<file path="src/rtl/clkdiv_pkg.sv">
// Package: shared write-kind encoding and fixed control bit positions
// for the integer clock divider. Divider field positions depend on the
// divider width and are derived inside the modules.
package clkdiv_pkg;

    typedef enum logic [1:0] {
        OP_WRITE = 2'd0,
        OP_SET   = 2'd1,
        OP_CLR   = 2'd2,
        OP_TOG   = 2'd3
    } wr_op_e;

    localparam int GATE_BIT = 0;
    localparam int BYP_BIT  = 1;
    localparam int XDIV_LSB = 2;

endpackage

</file>
<file path="src/rtl/clkdiv_regs.sv">
// Module: clkdiv_regs
// Holds the control register {ref divider, xtal divider, bypass, gate}
// and applies plain/set/clear/toggle writes. Divider fields are frozen
// while the stored gate bit is 1. Raises busy on an accepted divider
// change and drops it when the engine reports the new setting applied.
// Assumes: applied is a one-cycle-or-longer level from the engine that
// is high in every cycle in which the engine samples the register.
module clkdiv_regs
    import clkdiv_pkg::*;
#(
    parameter int DIV_W    = 6,
    parameter int RST_XDIV = 1,
    parameter int RST_RDIV = 1
) (
    input  logic                   clk,
    input  logic                   rst_n,
    input  logic                   wr_en,
    input  logic [1:0]             wr_op,
    input  logic [2+2*DIV_W-1:0]   wr_data,
    input  logic                   applied,
    output logic [2+2*DIV_W-1:0]   cfg_q,
    output logic                   busy
);
    localparam int REG_W    = 2 + 2*DIV_W;
    localparam int RDIV_LSB = XDIV_LSB + DIV_W;
    localparam logic [REG_W-1:0] DIV_MASK = {{(2*DIV_W){1'b1}}, 2'b00};
    localparam logic [REG_W-1:0] RST_VAL  =
        (REG_W'(RST_RDIV) << RDIV_LSB) | (REG_W'(RST_XDIV) << XDIV_LSB) |
        (REG_W'(1) << BYP_BIT);

    logic [REG_W-1:0] merged;
    logic [REG_W-1:0] next_q;
    logic             gated;
    logic             div_chg;

    // Combine the write data with the stored value per write kind.
    always_comb begin
        case (wr_op)
            OP_SET:  merged = cfg_q | wr_data;
            OP_CLR:  merged = cfg_q & ~wr_data;
            OP_TOG:  merged = cfg_q ^ wr_data;
            default: merged = wr_data;
        endcase
    end

    // Keep divider fields when gated; flag an accepted divider change.
    always_comb begin
        gated   = cfg_q[GATE_BIT];
        next_q  = gated ? ((merged & ~DIV_MASK) | (cfg_q & DIV_MASK)) : merged;
        div_chg = !gated && ((merged & DIV_MASK) != (cfg_q & DIV_MASK));
    end

    // Control register storage.
    always_ff @(posedge clk) begin
        if (!rst_n) begin
            cfg_q <= RST_VAL;
        end else if (wr_en) begin
            cfg_q <= next_q;
        end
    end

    // Busy flag: a new change wins over a same-cycle apply.
    always_ff @(posedge clk) begin
        if (!rst_n) begin
            busy <= 1'b0;
        end else if (wr_en && div_chg) begin
            busy <= 1'b1;
        end else if (applied) begin
            busy <= 1'b0;
        end
    end

endmodule

</file>
<file path="src/rtl/clkdiv_engine.sv">
// Module: clkdiv_engine
// Counts ticks of the active source and emits one output pulse per
// completed period. The active source and divider are reloaded from the
// register only at a period end, while gated, or while the active
// divider is zero, so no period is ever cut short.
// Assumes: source ticks are single-cycle pulses on clk.
module clkdiv_engine #(
    parameter int DIV_W    = 6,
    parameter int RST_XDIV = 1
) (
    input  logic             clk,
    input  logic             rst_n,
    input  logic             xtal_tick,
    input  logic             ref_tick,
    input  logic             cfg_gate,
    input  logic             cfg_bypass,
    input  logic [DIV_W-1:0] cfg_xdiv,
    input  logic [DIV_W-1:0] cfg_rdiv,
    output logic             applied,
    output logic [DIV_W-1:0] act_div,
    output logic             act_sel,
    output logic             tick_out
);
    logic [DIV_W-1:0] cnt;
    logic [DIV_W-1:0] next_div;
    logic             src_tk;
    logic             running;
    logic             last;

    // Pick the active source tick and detect the end of a period.
    always_comb begin
        src_tk   = act_sel ? xtal_tick : ref_tick;
        running  = (act_div != '0);
        last     = src_tk && running && (cnt == act_div - 1'b1);
        applied  = last || !running || cfg_gate;
        next_div = cfg_bypass ? cfg_xdiv : cfg_rdiv;
    end

    // Period counter, active setting reload and output pulse.
    always_ff @(posedge clk) begin
        if (!rst_n) begin
            cnt      <= '0;
            act_div  <= DIV_W'(RST_XDIV);
            act_sel  <= 1'b1;
            tick_out <= 1'b0;
        end else begin
            tick_out <= last && !cfg_gate;
            if (applied) begin
                cnt     <= '0;
                act_div <= next_div;
                act_sel <= cfg_bypass;
            end else if (src_tk) begin
                cnt <= cnt + 1'b1;
            end
        end
    end

endmodule

</file>
<file path="src/rtl/clkdiv_bypass_top.sv">
// Module: clkdiv_bypass_top
// Integer clock-enable divider with a crystal/reference bypass select,
// output gate, aliased register writes and a busy handshake on divider
// updates. Connects the register block to the counting engine.
// Assumes: all inputs are synchronous to clk.
module clkdiv_bypass_top
    import clkdiv_pkg::*;
#(
    parameter int DIV_W    = 6,
    parameter int RST_XDIV = 1,
    parameter int RST_RDIV = 1
) (
    input  logic                 clk,
    input  logic                 rst_n,
    input  logic                 xtal_tick,
    input  logic                 ref_tick,
    input  logic                 wr_en,
    input  logic [1:0]           wr_op,
    input  logic [2+2*DIV_W-1:0] wr_data,
    output logic [2+2*DIV_W-1:0] rd_data,
    output logic                 busy,
    output logic                 tick_out
);
    localparam int RDIV_LSB = XDIV_LSB + DIV_W;

    logic             applied;
    logic [DIV_W-1:0] act_div;
    logic             act_sel;

    clkdiv_regs #(
        .DIV_W    (DIV_W),
        .RST_XDIV (RST_XDIV),
        .RST_RDIV (RST_RDIV)
    ) i_regs (
        .clk     (clk),
        .rst_n   (rst_n),
        .wr_en   (wr_en),
        .wr_op   (wr_op),
        .wr_data (wr_data),
        .applied (applied),
        .cfg_q   (rd_data),
        .busy    (busy)
    );

    clkdiv_engine #(
        .DIV_W    (DIV_W),
        .RST_XDIV (RST_XDIV)
    ) i_engine (
        .clk        (clk),
        .rst_n      (rst_n),
        .xtal_tick  (xtal_tick),
        .ref_tick   (ref_tick),
        .cfg_gate   (rd_data[GATE_BIT]),
        .cfg_bypass (rd_data[BYP_BIT]),
        .cfg_xdiv   (rd_data[XDIV_LSB +: DIV_W]),
        .cfg_rdiv   (rd_data[RDIV_LSB +: DIV_W]),
        .applied    (applied),
        .act_div    (act_div),
        .act_sel    (act_sel),
        .tick_out   (tick_out)
    );

endmodule

</file>
<file path="config.mk">
export PLATFORM = sky130hd
export DESIGN_NAME = clkdiv_bypass_top
export DESIGN_NICKNAME = d
export VERILOG_FILES = /design/src/rtl/clkdiv_pkg.sv /design/src/rtl/clkdiv_regs.sv /design/src/rtl/clkdiv_engine.sv /design/src/rtl/clkdiv_bypass_top.sv
export SDC_FILE = /design/constraint.sdc
export NUM_CORES = 1
export LEC_CHECK = 0
export BUFFER_PORTS_ARGS = -buffer_cell sky130_fd_sc_hd__buf_2
export CAP_MARGIN = 10
export CORE_MARGIN = 3
export CORE_UTILIZATION = 35
export DETAILED_ROUTE_END_ITERATION = 8
export PLACE_DENSITY = 0.53
export SLEW_MARGIN = 20
export SYNTH_ARGS = -nofsm -noshare
export SYNTH_HDL_FRONTEND = slang
export SYNTH_HIERARCHICAL = 1
export SYNTH_SLANG_ARGS = --single-unit
</file>
<file path="constraint.sdc">
create_clock -name clk -period 1.8 [get_ports clk]
set_input_delay 0.09 -clock clk [delete_from_list [all_inputs] [get_ports clk]]
set_output_delay 0.09 -clock clk [all_outputs]
set_load 0.02 [all_outputs]
</file>
# --- Yosys cells after proc, flatten, opt, wreduce, memory -nomap -nowiden ---
# Cells that the tools add are included.
totals:
  regBits: 29
  latchBits: 0
  mem_bits_rw: 0
  mem_bits_ro: 0
  out_inout_bits: 16
  word_cells: 37
  n_memories: 0
op_classes:
  n_addsub: 2
  multipliers: 0
  div: 0
  n_lt_le_gt_ge: 0
  n_eq_ne: 5
  n_shift: 0
  n_mux: 6
  bitwise: 6
  reduce_logical: 12
ops:
  columns: ["op", "n"]
  rows:
  - ["14-bit one-hot mux with 3 select lines", 1]
  - ["14-bit bitwise AND", 1]
  - ["14-bit 2-to-1 mux", 1]
  - ["14-bit inverter", 1]
  - ["14-bit bitwise OR", 1]
  - ["2-bit by 14-bit bitwise OR with 14-bit output", 1]
  - ["14-bit XOR", 1]
  - ["12-bit != test", 1]
  - ["6-bit by 1-bit adder with 6-bit output, second input constant", 1]
  - ["6-bit == test", 1]
  - ["6-bit 2-to-1 mux", 1]
  - ["6-bit nonzero test", 1]
  - ["6-bit by 1-bit subtractor with 6-bit output, second input constant", 1]
  - ["1-bit logical AND", 5]
  - ["2-bit == test, second input constant", 2]
  - ["1-bit 2-to-1 mux", 3]
  - ["2-bit by 1-bit == test with 1-bit output, second input constant", 1]
  - ["1-bit zero test", 2]
  - ["1-bit logical OR", 2]
  - ["2-bit nonzero test", 1]
  - ["2-bit OR reduction", 1]
  - ["1-bit inverter", 1]

# --- Logic depth before layout (Yosys ltp) ---
logic_depth:
  ltp_word: 7
  ltp_mapped: 12
  ltp_nobuf: 12

# --- By module ---
# The synthesis kept the hierarchy.
modules_own_cells:
  columns: ["mod", "instances", "cells_per_inst", "area_per_inst_um2"]
  rows:
  - ["clkdiv_regs", 1, 196, 1665.3]
  - ["clkdiv_engine", 1, 95, 852.1]

# --- Least setup slack after synthesis ---
# OpenSTA, ideal clock, no wires.
synth_path:
  kind: "reg2reg"
  from: "register i_engine.act_div[0]"
  to: "register i_regs.busy"
  setup_ns: 0.074
  arrival_time_ns: 1.817
  required_ns: 1.726
  setup_slack_ns: -0.091
  stages_incl_launch_ff: 13
  path_buffers: 0
  period_less_slack_ns: 1.891
  path_cell_list: "dfxtp_1 > inv_1 > ha_1 > nand2b_1 > a21oi_1 > nor3_2 > a31oi_4 > inv_1 > nor2b_1 > a21oi_1 > nand4_1 > nor2_1 > a31oi_1"
synth_between:
  elab_chain_len: 6
  elab_cells_between_ends: 9
synth_lines:
  columns: ["element", "line_no", "text"]
  rows:
  - ["start, declared", "clkdiv_engine.sv:20", "output logic [DIV_W-1:0] act_div,"]
  - ["start signal, assigned", "clkdiv_engine.sv:43", "act_div <= DIV_W'(RST_XDIV);"]
  - ["start signal, assigned", "clkdiv_engine.sv:50", "act_div <= next_div;"]
  - ["6-bit by 1-bit subtractor with 6-bit output or 6-bit nonzero test (tied branches)", "clkdiv_engine.sv:34, clkdiv_engine.sv:33", null]
  - ["6-bit == test or 1-bit logical AND (tied branches)", "clkdiv_engine.sv:34", "last = src_tk && running && (cnt == act_div - 1'b1);"]
  - ["1-bit logical AND", "clkdiv_engine.sv:34", null]
  - ["1-bit logical OR (*) (2 in series)", "clkdiv_engine.sv:35", "applied = last || !running || cfg_gate;"]
  - ["net applied", "clkdiv_bypass_top.sv:26", "logic applied;"]
  - ["2-bit nonzero test (no line) (*)", null, null]
  - ["end signal, assigned", "clkdiv_regs.sv:65", "busy <= 1'b0;"]
  - ["end signal, assigned", "clkdiv_regs.sv:67", "busy <= 1'b1;"]
  - ["end signal, assigned", "clkdiv_regs.sv:69", "busy <= 1'b0;"]
  - ["end, declared", "clkdiv_regs.sv:22", "output logic busy"]
# Mark *: on every way through the listed nets, which the timed path passes. The rest lies on a longest branch.
# A chain may end at the register's enable or synchronous reset.

# --- Worst setup path after layout ---
layout_path:
  from: "register i_regs.cfg_q[4]"
  to: "register i_regs.busy"
layout_between:
  elab_chain_len: 6
  elab_cells_between_ends: 9
layout_lines:
  columns: ["element", "line_no", "text"]
  rows:
  - ["start, declared", "clkdiv_regs.sv:21", "output logic [2+2*DIV_W-1:0] cfg_q,"]
  - ["start signal, assigned", "clkdiv_regs.sv:58", "cfg_q <= next_q;"]
  - ["14-bit XOR, or another cell as far along", "clkdiv_regs.sv:41", "OP_TOG: merged = cfg_q ^ wr_data;"]
  - ["14-bit one-hot mux with 3 select lines", "clkdiv_regs.sv:38", "case (wr_op)"]
  - ["12-bit != test (*)", "clkdiv_regs.sv:50", "div_chg = !gated && ((merged & DIV_MASK) != (cfg_q & DIV_MASK));"]
  - ["1-bit logical AND (*)", "clkdiv_regs.sv:50", null]
  - ["1-bit logical AND (*)", "clkdiv_regs.sv:66", "end else if (wr_en && div_chg) begin"]
  - ["1-bit 2-to-1 mux or 2-bit nonzero test (tied branches)", null, null]
# Every way passes the cells marked *; elsewhere a longest branch is shown, timed or not.

==> qor.csv <==
stage;metric;value;unit
timing;finalHoldViolCount;0;
clock_tree;insertion_delay;0.28;ns
final_layout;drive_above_1_share;0.317;
synth;synth.yosys.warnings;6;
synth;synthTopCellsByArea;dfxtp_1 23%, ha_1 15%, xnor2_1 8.0%;
synth;synthArstFlopShare;0;
synth;yosys-top-cells-count;40 x inv_1, 40 x nand2_1, 31 x ha_1;
synth;yosys.area_share.xor_xnor;0.0974;
worst_setup_path;critPathMaxStageDelay;0.55;ns
worst_setup_path;path_class;reg -> reg;
worst_setup_path;worstSetupEndpointType;flip-flop;
drt;vias_per_cell;4.73;
flow_run;drv_cap;0;
timing;period_needed;1.77;ns
floorplan;die_w;90.8;um
global_route;grt_pass1_wl;9970;um
global_route;grt_util_all_layers;0.151;
floorplan;pin_count;37;
place;place_hpwl;4610;um
synth;synth_ff_type;dfxtp_1;
drt;drc;0;
power;p_switching;0.822;mW
synth;yosys.area_share.simple;0.151;
floorplan;placeableCoreArea;6870;um2
timing;drv_slew;0;
final_layout;utilization;0.467;
synth;synth.largest_area_cell;dfxtp_1;
worst_setup_path;slowest_stage;mux4_1;
timing;setup_tns;0;ns
clock_tree;root_buffer;clkbuf_8;
timing;rsz0062_at_grt;true;
synth;ys_ff_latch;29;
power;p_int;1.64;mW
timing;worst_pin_slew;0.554;ns
outcome;status;complete, no violations;
final_layout;area_growth;27.4;%
timing;post-route-period-util;0.984;
global_route;grt-ovfl-total;0;
global_route;grt_max_degree;20;
clock_tree;cts_tree;built;
drt;antenna_left;0;
synth;synth_top_family_by_area;multiplexers;
floorplan;start_util;0.366;
power;swShare;0.333;
global_route;grt_pass1_vias;2165;
timing;slew_headroom;0.630;
clock_tree;ctsHoldBuffers;0;
power;pwr-share-clk;0.293;
synth;yosysSeqAreaShare;0.231;
power;peakVddDrop;0.333;mV
final_layout;fillerInstances;680;
drt;via_count;2142;
drt;routed-wl-met2;2710;um
synth;synth_area;2520;um2
clock_tree;htreeDepth;2;
drt;first_pass_iters;4;
timing;setup_violations;0;
worst_setup_path;path_buf_inv;1;
drt;drt_iter0_markers;111;
floorplan;die_area;8250;um2
synth;synth.avg_cell_area;8.65;um2
synth;synth-compound-area-share;0.117;
synth;synth_cell_type_count;41;
timing;fmax;565;MHz
clock_tree;clk_pin_slew;0.07;ns
drt;drt_wl_total;5910;um
clock_tree;clock_sinks;29;
drt;wl_met1;2890;um
timing;finClkSkew;0.00287;ns
synth;synth_cells;291;
clock_tree;numCtsBuffers;5;
place;port_buffers;36;
worst_setup_path;start_kind;flip-flop;
place;gp_congestion;0.737;
final_layout;regArea;587;um2
synth;synth_edf_count;0;
drt;top_layer_used;met4;
power;leakagePower;1.56;nW
final_layout;fin_nets;408;
synth;yosysTopAreaCellShare;0.231;
drt;wl_per_cell;13.0;um
floorplan;std_cell_rows;30;
global_route;antenna_found_initial;0;
power;combPwrFrac;0.400;
final_layout;multi_input_area;1800;um2
floorplan;die_h;90.8;um
synth;synth_nets;343;
clock_tree;cts_buffer_depth;2;
synth;synth_adder_area_share;0.154;
worst_setup_path;crit_path_max_fanout;4;
worst_setup_path;worstPathArrival;1.93;ns
worst_setup_path;crit_family;multiplexers;
power;seq_power_share;0.308;
hold_path;hp-class;in -> reg;
drt;dr_wl_met3;211;um
final_layout;antenna_cells;0;
synth;synthMuxAreaShare;0.162;
worst_setup_path;crit_chain;inv_1 > ha_1 > mux4_1 > xnor2_2 > nand4_1 > nor2_1 > a31oi_1;
worst_setup_path;required;1.96;ns
power;p_per_area;769;nW/um2
-- kinds of logic after synthesis --
kind of cell | count (synthesis)
xor gates and xnor gates | 28
adders and majority gates | 31
DFF | 29
buffers and inverters | 51
AOI/OAI and AO/OA | 39
and+or+nand+nor | 82
muxes | 31
-- routing by layer --
metal,vias up,track usage
li1,1102,-
met5,-,0
met2,36,0.240
met1,997,0.198
met4,0,0.0590
met3,7,0.0342
-- path summary, 6_finish.rpt --
check	from	end	slack, ns	cells past startpoint
worst max-delay path	i_regs/cfg_q[4]	i_regs/busy	0.03	7
worst min-delay path	wr_en	i_regs/cfg_q[1]	0.1	2
worst min register to register	i_engine/act_div[5]	i_engine/act_div[5]	0.49	2
worst max register to register	i_regs/cfg_q[4]	i_regs/busy	0.03	7
-- placed cells by master, fill, tap and decap left out, types with 3 or more instances in the layout --
cell type | netlist | layout
nand2_1 | 40 | 40
inv_1 | 40 | 38
buf_2 | 0 | 36
buf_4 | 1 | 32
ha_1 | 31 | 29
dfxtp_1 | 29 | 24
xnor2_1 | 23 | 21
mux2i_1 | 16 | 16
nor2_1 | 15 | 15
mux2_2 | 8 | 8
o211ai_1 | 8 | 8
clkbuf_8 | 0 | 6
and3_1 | 5 | 5
dfxtp_2 | 0 | 5
o21ai_1 | 5 | 5
a21oi_1 | 6 | 4
xor2_1 | 5 | 4
nand3_1 | 4 | 4
mux4_2 | 4 | 4
a21oi_2 | 1 | 3
nor3_2 | 2 | 3
a31oi_1 | 3 | 3
nor2b_1 | 3 | 3
o211a_1 | 3 | 3
a21boi_0 | 3 | 3
-- cell type report --
cell class              instances  share of cell area
multi-input cells             211               0.561
flip-flops and latches         29               0.183
repair buffers                 68               0.131
inverters                      41              0.0511
well taps                      96              0.0374
clock buffers                   7              0.0269
clock inverters                 1             0.00936
-- per-stage QoR --
stage	cells	total power [mW]	hold WS, ns	setup slack, ns	cell area, um2
after global routing	453	2.63	0.101	-0.0561	3210
final	453	2.47	0.0956	0.0291	3210
after CTS	453	2.48	0.0935	-0.00370	3190
after detailed placement	444	1.71	0.397	-0.0269	3010
after floorplan	291	1.41	0.216	-0.0269	2540
after global placement	444	1.70	0.390	0.0238	3010
-- state kept, by name, summed over array words and instances (netlist names) --
name,flops
i_engine/tick_out,1
i_regs/busy,1
i_regs/cfg_q,14
i_engine/act_div,6
i_engine/act_sel,1
i_engine/cnt,6
-- what timing repair did --
action | 4_1_cts | 5_1_grt
pin swaps | 6 | 6
gates resized for setup | 9 | 5
endpoints found under the hold margin | 0 | 0
setup buffers | 1 | 0
endpoints found under the setup margin | 1 | 8
-- power by group through the flow --
stage	Sequential (mW)	Combinational (mW)	Clock, mW
2_1_floorplan	0.816	0.592	0
3_3_place_gp	0.767	0.932	0
3_5_place_dp	0.766	0.944	0
4_1_cts	0.757	0.983	0.743
5_1_grt	0.767	1.09	0.768
6_report	0.758	0.986	0.721
Note: power is estimated with default switching activity, not from simulation.
